==> src/rtl/lockarb_pkg.sv <==
package lockarb_pkg;
  // Burst type codes seen on the burst input
  typedef enum logic [1:0] {
    BT_SINGLE = 2'b00,
    BT_FIX4   = 2'b01,
    BT_OPEN   = 2'b10,
    BT_OTHER  = 2'b11
  } burst_e;

  localparam logic [1:0] FIXED_BURST_CODE = BT_FIX4;
endpackage

==> src/rtl/lockarb_rr_pick.sv <==
module lockarb_rr_pick #(
  parameter int unsigned N  = 6,
  parameter int unsigned IW = 3
) (
  input  logic [N-1:0]  req,
  input  logic [IW-1:0] ptr,
  output logic [IW-1:0] win
);
  // cyclic successor of base by step positions
  function automatic logic [IW-1:0] wrap_add(input logic [IW-1:0] base, input int unsigned step);
    int unsigned s;
    s = 32'(base) + step;
    if (s >= N) s = s - N;
    return s[IW-1:0];
  endfunction

  always_comb begin
    logic          found;
    logic [IW-1:0] cand;
    win   = '0;
    found = 1'b0;
    for (int unsigned k = 1; k <= N; k++) begin
      cand = wrap_add(ptr, k);
      if (!found && req[cand]) begin
        win   = cand;
        found = 1'b1;
      end
    end
  end
endmodule

==> src/rtl/lockarb_burst_ctr.sv <==
module lockarb_burst_ctr #(
  parameter int unsigned BEATS = 4,
  parameter int unsigned CW    = 3,
  parameter logic [1:0]  FIXED = 2'b01
) (
  input  logic          clk,
  input  logic          rst_n,
  input  logic          ready,
  input  logic          start_q,
  input  logic [1:0]    burst,
  output logic [CW-1:0] cnt_q,
  output logic [CW-1:0] cnt_n
);
  function automatic logic [CW-1:0] next_count(input logic [CW-1:0] cur, input logic load, input logic rdy);
    if (load) return CW'(BEATS);
    if (rdy && cur != '0) return cur - 1'b1;
    return cur;
  endfunction

  logic load_fixed;
  assign load_fixed = start_q && (burst == FIXED);
  assign cnt_n      = next_count(cnt_q, load_fixed, ready);

  always_ff @(posedge clk or negedge rst_n) begin
    if (!rst_n) cnt_q <= '0;
    else        cnt_q <= cnt_n;
  end

  // counter never exceeds the burst length
  a_r3_count_bounded: assert property (@(posedge clk) disable iff (!rst_n)
    cnt_q <= CW'(BEATS));
endmodule

==> src/rtl/lockarb_handover.sv <==
module lockarb_handover #(
  parameter int unsigned IW = 3
) (
  input  logic          clk,
  input  logic          rst_n,
  input  logic          ready,
  input  logic [IW-1:0] gidx_q,
  input  logic          locked_q,
  input  logic          cnt_zero_n,
  output logic [IW-1:0] owner_q,
  output logic          mastlock_q,
  output logic          start_q,
  output logic [IW-1:0] owner_n,
  output logic          mastlock_n,
  output logic          start_n
);
  logic pending;
  assign pending    = (gidx_q != owner_q) || (locked_q != mastlock_q);
  assign owner_n    = ready ? gidx_q   : owner_q;
  assign mastlock_n = ready ? locked_q : mastlock_q;
  assign start_n    = ready && pending && cnt_zero_n;

  always_ff @(posedge clk or negedge rst_n) begin
    if (!rst_n) begin
      owner_q    <= '0;
      mastlock_q <= 1'b0;
      start_q    <= 1'b0;
    end else begin
      owner_q    <= owner_n;
      mastlock_q <= mastlock_n;
      start_q    <= start_n;
    end
  end

  // owner and mastlock move only together with a start strobe
  a_r5_move_needs_start: assert property (@(posedge clk) disable iff (!rst_n)
    (!$stable(owner_q) || !$stable(mastlock_q)) |-> start_q);
  // a ready cycle lands the granted master on the owner index
  a_r4_owner_follows_grant: assert property (@(posedge clk) disable iff (!rst_n)
    ready |=> owner_q == $past(gidx_q));
  // a ready cycle carries locked into mastlock
  a_r5_mastlock_tracks: assert property (@(posedge clk) disable iff (!rst_n)
    ready |=> mastlock_q == $past(locked_q));
endmodule

==> src/rtl/lockbus_arbiter.sv <==
module lockbus_arbiter #(
  parameter int unsigned NUM_MASTERS = 6,
  parameter int unsigned BURST_BEATS = 4,
  parameter logic [1:0]  FIXED_CODE  = lockarb_pkg::FIXED_BURST_CODE
) (
  input  logic                           clk,
  input  logic                           rst_n,
  input  logic [NUM_MASTERS-1:0]         req,
  input  logic [NUM_MASTERS-1:0]         lock,
  input  logic [1:0]                     burst,
  input  logic                           ready,
  output logic [NUM_MASTERS-1:0]         grant,
  output logic [$clog2(NUM_MASTERS)-1:0] owner,
  output logic                           locked,
  output logic                           mastlock,
  output logic                           start,
  output logic                           decide,
  output logic                           busreq,
  output logic                           proto_err
);
  localparam int unsigned IW = $clog2(NUM_MASTERS);
  localparam int unsigned CW = $clog2(BURST_BEATS + 1);

  function automatic logic [NUM_MASTERS-1:0] to_onehot(input logic [IW-1:0] idx);
    logic [NUM_MASTERS-1:0] v;
    v = '0;
    v[idx] = 1'b1;
    return v;
  endfunction

  // state of the decision side
  logic [IW-1:0] gidx_q, gidx_n;
  logic          locked_q, locked_n, decide_q, decide_n;

  // named internal events
  logic [IW-1:0] rr_win;
  logic [CW-1:0] cnt_q, cnt_n;
  logic          cnt_zero_n, pend_n;
  logic [IW-1:0] owner_q, owner_n;
  logic          mastlock_q, mastlock_n, start_q, start_n;

  lockarb_rr_pick #(.N(NUM_MASTERS), .IW(IW)) u_pick (
    .req (req),
    .ptr (gidx_q),
    .win (rr_win)
  );

  lockarb_burst_ctr #(.BEATS(BURST_BEATS), .CW(CW), .FIXED(FIXED_CODE)) u_burst (
    .clk     (clk),
    .rst_n   (rst_n),
    .ready   (ready),
    .start_q (start_q),
    .burst   (burst),
    .cnt_q   (cnt_q),
    .cnt_n   (cnt_n)
  );

  assign cnt_zero_n = (cnt_n == '0);

  lockarb_handover #(.IW(IW)) u_hand (
    .clk        (clk),
    .rst_n      (rst_n),
    .ready      (ready),
    .gidx_q     (gidx_q),
    .locked_q   (locked_q),
    .cnt_zero_n (cnt_zero_n),
    .owner_q    (owner_q),
    .mastlock_q (mastlock_q),
    .start_q    (start_q),
    .owner_n    (owner_n),
    .mastlock_n (mastlock_n),
    .start_n    (start_n)
  );

  // a fresh decision is only taken when nothing is in flight
  assign gidx_n   = decide_q ? rr_win       : gidx_q;
  assign locked_n = decide_q ? lock[rr_win] : locked_q;
  assign pend_n   = (gidx_n != owner_n) || (locked_n != mastlock_n);
  assign decide_n = cnt_zero_n && !pend_n && !start_n;

  always_ff @(posedge clk or negedge rst_n) begin
    if (!rst_n) begin
      gidx_q   <= '0;
      locked_q <= 1'b0;
      decide_q <= 1'b0;
    end else begin
      gidx_q   <= gidx_n;
      locked_q <= locked_n;
      decide_q <= decide_n;
    end
  end

  assign grant     = to_onehot(gidx_q);
  assign owner     = owner_q;
  assign locked    = locked_q;
  assign mastlock  = mastlock_q;
  assign start     = start_q;
  assign decide    = decide_q;
  assign busreq    = req[owner_q];
  assign proto_err = |(lock & ~req);

  // start only after a ready cycle
  a_r3_start_after_ready: assert property (@(posedge clk) disable iff (!rst_n)
    start_q |-> $past(ready));
  // no start while a fixed burst is still counting
  a_r3_no_start_in_burst: assert property (@(posedge clk) disable iff (!rst_n)
    start_q |-> cnt_q == '0);
  // grant and locked move only after decide
  a_r6_hold_without_decide: assert property (@(posedge clk) disable iff (!rst_n)
    !decide_q |=> $stable(grant) && $stable(locked_q));
  // locked reflects the lock line of the new grantee
  a_r7_lock_of_winner: assert property (@(posedge clk) disable iff (!rst_n)
    decide_q |=> locked_q == |($past(lock) & grant));
  // idle decision falls back to master 0
  a_r8_default_master: assert property (@(posedge clk) disable iff (!rst_n)
    (decide_q && req == '0) |=> grant == NUM_MASTERS'(1));
  // grant stays one-hot
  a_r9_grant_onehot: assert property (@(posedge clk) disable iff (!rst_n)
    $countones(grant) == 1);
endmodule

==> config.mk <==
export PLATFORM = sky130hd
export DESIGN_NAME = lockbus_arbiter
export DESIGN_NICKNAME = d
export VERILOG_FILES = /design/src/rtl/lockarb_pkg.sv /design/src/rtl/lockarb_rr_pick.sv /design/src/rtl/lockarb_burst_ctr.sv /design/src/rtl/lockarb_handover.sv /design/src/rtl/lockbus_arbiter.sv
export SDC_FILE = /design/constraint.sdc
export NUM_CORES = 1
export LEC_CHECK = 0
export BUFFER_PORTS_ARGS = -buffer_cell sky130_fd_sc_hd__buf_2
export CORE_ASPECT_RATIO = 0.9
export CORE_UTILIZATION = 30
export DETAILED_ROUTE_END_ITERATION = 16
export SLEW_MARGIN = 20
export SYNTH_ARGS = -nofsm -noshare
export SYNTH_HDL_FRONTEND = slang
export SYNTH_SLANG_ARGS = --single-unit
==> constraint.sdc <==
create_clock -name clk -period 4.2 [get_ports clk]
set_input_delay 0.42 -clock clk [delete_from_list [all_inputs] [get_ports clk]]
set_output_delay 0.42 -clock clk [all_outputs]
set_load 0.01 [all_outputs]
# Word level (Yosys, flattened, before mapping)
# Cells that the tools add are included.
dict set report op_classes {
  add_sub_neg 13
  order_cmp 16
  eq_ne 5
  n_mux 46
  bitwise_logic 2
  n_reduce_logical 24
}
# cell count
set ops {}
lappend ops {{2-to-1 mux 3 bit} 18}
lappend ops {{< comparator 3 x 4 -> 1 bit, second input constant} 9}
lappend ops {{binary-select mux 1 bit (select 3 bit)} 8}
lappend ops {{>= comparator 4 x 3 -> 1 bit, second input constant} 6}
lappend ops {{2-to-1 mux 1 bit} 19}
lappend ops {{subtractor 3 bit, second input constant} 6}
lappend ops {{adder 3 x 3 -> 4 bit, second input constant} 3}
lappend ops {{logical AND 1 bit} 12}
lappend ops {{adder 3 x 2 -> 4 bit, second input constant} 2}
lappend ops {{zero test 1 bit} 7}
lappend ops {{AND 6 bit} 1}
lappend ops {{inequality test 3 bit} 2}
lappend ops {{inverter 6 bit} 1}
lappend ops {{OR reduction 6 bit} 1}
lappend ops {{adder 3 x 1 -> 4 bit, second input constant} 1}
lappend ops {{demux 1 bit (select 3 bit)} 1}
lappend ops {{>= comparator 3 x 1 -> 1 bit, second input constant} 1}
lappend ops {{zero test 3 bit} 1}
lappend ops {{nonzero test 3 bit} 1}
lappend ops {{subtractor 3 x 1 -> 3 bit, second input constant} 1}
lappend ops {{equality test 2 x 1 -> 1 bit, second input constant} 1}
lappend ops {{logical OR 1 bit} 2}
lappend ops {{inequality test 1 bit} 2}
dict set report word_totals {
  regBits 13
  in_bits 17
  out_inout_bits 15
  wordCells 113
}

# Longest topological paths before layout
dict set report depth {
  ltp_word 29
  mapped_depth 15
  ltp_nobuf 13
}

# By module
# A second synthesis with hierarchy kept.
dict set report unflattened {
  hier_cells 203
  area_unflattened_um2 1746.7
}
# mod instances cells_each area_each_um2 seq_area_each_um2
set by_module_without_submodules {}
lappend by_module_without_submodules {lockarb_rr_pick 1 125 925.9 0.0}
lappend by_module_without_submodules {lockbus_arbiter 1 45 430.4 125.1}
lappend by_module_without_submodules {lockarb_handover 1 15 217.7 125.1}
lappend by_module_without_submodules {lockarb_burst_ctr 1 18 172.7 75.1}

# Worst setup path after synthesis
# No wires, ideal clock.
dict set report synth_timing {
  kind {reg2reg}
  start {register gidx_q[1]}
  end {register decide_q, in the netlist decide}
  setup_time_ps 78
  arrival_time_ps 3529
  t_required_ps 4122
  path_slack_ps 594
  path_stages_with_launch 15
  path_buffers 3
  synth_period_minus_slack_ps 3606
  path_cell_list {dfrtp_1 buf_4 inv_1 ha_1 clkbuf_1 nor3_1 or3_1 buf_2 and4bb_1 o311ai_2 a2bb2oi_2 mux2_4 a211o_1 a2111oi_2 a21boi_1}
}
dict set report synth_between {
  elab_chain_len 29
  elab_cells_between_ends 73
  classes_between {add/sub: 12; order compare: 6; eq/ne: 3; mux: 34; reduce/logical: 18}
}
# element line_no
set synth_lines {}
lappend synth_lines {{start: declaration} lockbus_arbiter.sv:32} ;# logic [IW-1:0] gidx_q, gidx_n;
lappend synth_lines {{start signal: assignment} lockbus_arbiter.sv:87} ;# gidx_q <= gidx_n;
lappend synth_lines {{adder 3 x 1 -> 4 bit} lockarb_rr_pick.sv:12} ;# s = 32'(base) + step;
lappend synth_lines {{>= comparator 4 x 3 -> 1 bit / subtractor 3 bit (equally long branches)} lockarb_rr_pick.sv:13} ;# if (s >= N) s = s - N;
lappend synth_lines {{2-to-1 mux 3 bit} lockarb_rr_pick.sv:13}
lappend synth_lines {{binary-select mux 1 bit (select 3 bit)} lockarb_rr_pick.sv:24} ;# if (!found && req[cand]) begin
lappend synth_lines {{2-to-1 mux 1 bit (not written as such)} lockarb_rr_pick.sv:24}
lappend synth_lines {{2-to-1 mux 1 bit} lockarb_rr_pick.sv:24}
lappend synth_lines {{zero test 1 bit} lockarb_rr_pick.sv:24}
lappend synth_lines {{logical AND 1 bit} lockarb_rr_pick.sv:24}
lappend synth_lines {{[... 14 more ...]} n/a}
lappend synth_lines {{2-to-1 mux 1 bit (not written as such)} lockbus_arbiter.sv:77} ;# assign locked_n = decide_q ? lock[rr_win] : locked_q;
lappend synth_lines {{2-to-1 mux 1 bit} lockbus_arbiter.sv:77}
lappend synth_lines {{inequality test 1 bit} lockbus_arbiter.sv:78} ;# assign pend_n = (gidx_n != owner_n) || (locked_n != mastlock_n);
lappend synth_lines {{logical OR 1 bit} lockbus_arbiter.sv:78}
lappend synth_lines {{zero test 1 bit} lockbus_arbiter.sv:79} ;# assign decide_n = cnt_zero_n && !pend_n && !start_n;
lappend synth_lines {{logical AND 1 bit} lockbus_arbiter.sv:79}
lappend synth_lines {{logical AND 1 bit (*)} lockbus_arbiter.sv:79}
lappend synth_lines {{net decide_n} lockbus_arbiter.sv:33} ;# logic locked_q, locked_n, decide_q, decide_n;
lappend synth_lines {{end signal: assignment} lockbus_arbiter.sv:89} ;# decide_q <= decide_n;
lappend synth_lines {{end: declaration} lockbus_arbiter.sv:33}
# Mark *: on every way through the listed nets, which the timed path passes. The rest lies on a longest branch. The select of a mux whose other input is x is not followed.

# Worst setup path after layout
dict set report layout_timing {
  start {register gidx_q[2]}
  end {register decide_q, in the netlist decide}
}
# Same word-level chain as after synthesis.

==> impl_summary.txt <==
----------------------------------------------------
[Run status]
  Outcome ... finished clean

[Clocking]
  Number of H-tree levels ... 1
  Clock buffer count from CTS ... 3
  PostCTS Resize Cnt ... 0
  Num Clock Sinks ... 13
  Total of hold buffers inserted after clock tree synthesis ... 0
  Bufs on Longest Clock Path ... 2
  Cell chosen for the clock root ... sky130_fd_sc_hd__clkbuf_8
  Setup Buffers After CTS ... 0
  Clock latency at the later pin of the worst-skew pair ... 0.24 ns
  CTS tree ... built
  Clock transition at path regs ... 0.05 ns

[Drt]
  Total wirelength of the detailed-routed design ... 4.76 mm
  DRT iter0 DRCs ... 96
  Met3 wire len ... 239 um
  Pre-Repair DR Iteration Count ... 4
  Met1 Routed Length ... 2.47 mm
  Top layer reached by signal wires ... met4
  DR DRC count ... 0
  Post-route antenna net violation count ... 0
  Wire per inst ... 14.3 um
  Routed length on met2 ... 2.02 mm
  Via density per instance ... 5.11
  Via count of the routed design ... 1708

[Floorplanning]
  Core outline area ... 6110 um2
  Die Height ... 77.3 um
  FP Rows ... 27
  Die Outline Area ... 6620 um2
  I/O pins ... 32
  Horizontal extent of the die ... 85.7 um
  Initial standard-cell utilization of the core ... 30.9%

[Synthesis]
  Ys flop type ... sky130_fd_sc_hd__dfrtp_1
  Area leader, netlist ... sky130_fd_sc_hd__dfrtp_1
  Avg Synthesized Cell Area ... 8.59 um2
  Synthesized flop and latch total ... 13
  Proportion of synthesized chip area in sequential cells ... 17.2%
  Yosys top cell area share ... 17.2%
  Number of flops mapped to enable cells by yosys ... 0
  Netlist cell types ... 64
  Synthesized instance count ... 220
  Area of the mapped netlist ... 1890 um2
  Yosys warning count ... 0
  Ys async rst share ... 100%
  Cell types with the largest area share after synthesis ... sky130_fd_sc_hd__dfrtp_1 17%, sky130_fd_sc_hd__ha_1 7.3%, sky130_fd_sc_hd__mux2i_1 6.9%, sky130_fd_sc_hd__xnor2_1 5.6%, sky130_fd_sc_hd__nand2_1 3.2%
  Net count after synthesis ... 248

[Global route]
  Via count of the first global-routing pass ... 1617
  Tot GR Track Use ... 15.0%
  Largest net degree at the start of global routing ... 27
  Initial antenna violation count ... 0
  Wire length of the first global-routing pass ... 7.99 mm
  Global route overflow ... 0

[Worst setup path]
  Critical path start-end classification ... register to register
  Critical Path End Type ... register
  Critical path required time ... 4.37 ns
  CP Launch Type ... register
  Critical path peak fanout ... 9
  Worst path arrival time ... 4.05 ns

[Flow run]
  Number of maximum-capacitance violations ... 0

[STA]
  Fin. max-slew vios ... 0
  # setup viols final ... 0
  Actual transition at the worst max-transition pin ... 0.517 ns
  Share of the clock period used by the worst path ... 92.5%
  Max transition margin ... 65.1%
  Setup repair after global routing missed its margin ... false
  Final critical path time including I/O delays and setup ... 3.89 ns
  Max Freq ... 257 MHz
  Setup TNS Final ... 0 ns
  Maximum clock skew at final layout ... 0.00198 ns
  Final count of hold timing violations ... 0

[Finish]
  Layout cells sized above 1 ... 27.5%
  Layout overhead on the synthesized area ... 13.9%
  Final net count ... 276
  Layout Cells excl Fill ... 334
  Commonest cells after routing, fill and taps aside ... 31 x sky130_fd_sc_hd__buf_2, 16 x sky130_fd_sc_hd__nand2_1, 16 x sky130_fd_sc_hd__nor2_1
  Total non-filler cell area in the finished layout ... 2150 um2
  Antenna diodes ... 0
  Utilization of the core after routing ... 35.2%
  Filler Cells Inserted ... 643
  Most frequent standard cell in the layout excluding fill and tap cells ... sky130_fd_sc_hd__buf_2

[Worst hold path]
  Class of the worst hold path ... input port to async pin

[Placement]
  Post-detailed-placement half-perimeter wirelength ... 3.72 mm
  Placed instance area ... 2100 um2
  Port Buffer Count ... 31
  Total instance count after detailed placement ... 330
  Final Wtd Congestion ... 0.832

----------------------------------------------------
## sequential cells by signal, summed over array words and instances, names as in the netlist
name / count
locked: 1
decide: 1
u_hand.mastlock_q: 1
u_hand.owner_q: 3
gidx_q: 3
u_hand.start_q: 1
u_burst.cnt_q: 3
## final cells by class
cell class | count | area (um2) | share of cell area [%]
Tap cell | 87 | 109 | 5.06
Multi-Input combinational cell | 180 | 1440 | 66.7
Timing Repair Buffer | 34 | 178 | 8.26
Inverter | 16 | 60.1 | 2.79
Sequential cell | 13 | 325 | 15.1
Clock buffer | 4 | 45.0 | 2.09
## cell usage after synthesis, types with 3 or more instances
master / instances
sky130_fd_sc_hd__nor2_1: 16
sky130_fd_sc_hd__a21o_1: 4
sky130_fd_sc_hd__clkbuf_1: 4
sky130_fd_sc_hd__ha_1: 11
sky130_fd_sc_hd__and2_1: 5
sky130_fd_sc_hd__inv_1: 15
sky130_fd_sc_hd__a31oi_1: 5
sky130_fd_sc_hd__a21oi_1: 5
sky130_fd_sc_hd__xor2_1: 6
sky130_fd_sc_hd__nand2_1: 16
sky130_fd_sc_hd__buf_6: 3
sky130_fd_sc_hd__dfrtp_1: 13
sky130_fd_sc_hd__a211oi_1: 6
sky130_fd_sc_hd__nor3_1: 8
sky130_fd_sc_hd__nor2b_1: 6
sky130_fd_sc_hd__o21ai_0: 6
sky130_fd_sc_hd__nand2b_1: 4
sky130_fd_sc_hd__mux2i_1: 13
sky130_fd_sc_hd__xnor2_1: 12
sky130_fd_sc_hd__mux2_2: 4
sky130_fd_sc_hd__o22ai_1: 3
sky130_fd_sc_hd__nand3_1: 3
## per-layer routing
layer / GRT usage [%] / up-vias
met5: 0 / -
met4: 2.33 / 0
met3: 2.26 / 4
met2: 23.0 / 55
met1: 22.5 / 797
li1: - / 852
## stage by stage
stage                     hold slack, ns  setup WS, ns
after global placement             0.323         0.302
after detailed placement           0.328         0.209
after global routing              0.0736        0.0227
after floorplan                    0.124         0.594
after CTS                         0.0630         0.184
final                             0.0531         0.314
## path summary, 6_finish.rpt
check                                  from           endpoint  slack (ns)  cells after the start
setup / recovery                  gidx_q[2]             decide        0.31                     13
hold / removal                        rst_n  u_hand.owner_q[0]        0.05                      1
setup reg to reg                  gidx_q[2]             decide        0.31                     13
hold reg to reg            u_burst.cnt_q[1]   u_burst.cnt_q[1]        0.59                      2
max in group asynchronous             rst_n          gidx_q[0]        3.92                      1
min in group clk                   burst[1]   u_burst.cnt_q[0]        0.43                      3
## kinds of logic (layout without fill, tap and decap cells)
| family | after synthesis | after routing | share of synthesized area, % |
|---|---|---|---|
| fa+ha+maj | 11 | 11 | 7.28 |
| mux | 23 | 23 | 15.2 |
| flops | 13 | 13 | 17.2 |
| compound gates | 52 | 52 | 21.8 |
| buf+inv | 27 | 54 | 7.09 |
| simple gates | 75 | 75 | 22.3 |
| xor+xnor | 19 | 19 | 9.21 |
## worst max-delay path, stage by stage (launching register included)
cell                        delay [ns]
sky130_fd_sc_hd__dfrtp_1          0.55
sky130_fd_sc_hd__inv_2            0.12
sky130_fd_sc_hd__ha_1             0.31
sky130_fd_sc_hd__a21oi_1          0.29
sky130_fd_sc_hd__a21oi_1          0.12
sky130_fd_sc_hd__a31oi_1          0.36
sky130_fd_sc_hd__nor3_2           0.11
sky130_fd_sc_hd__and4bb_1         0.32
sky130_fd_sc_hd__o311ai_2         0.12
sky130_fd_sc_hd__a2bb2oi_2        0.32
sky130_fd_sc_hd__mux2_4           0.33
sky130_fd_sc_hd__a211o_1          0.34
sky130_fd_sc_hd__a2111oi_2        0.32
sky130_fd_sc_hd__a21boi_1         0.20
Power is not shown: default switching activity piles up to over one toggle a cycle in this logic, so the estimate is an artifact.
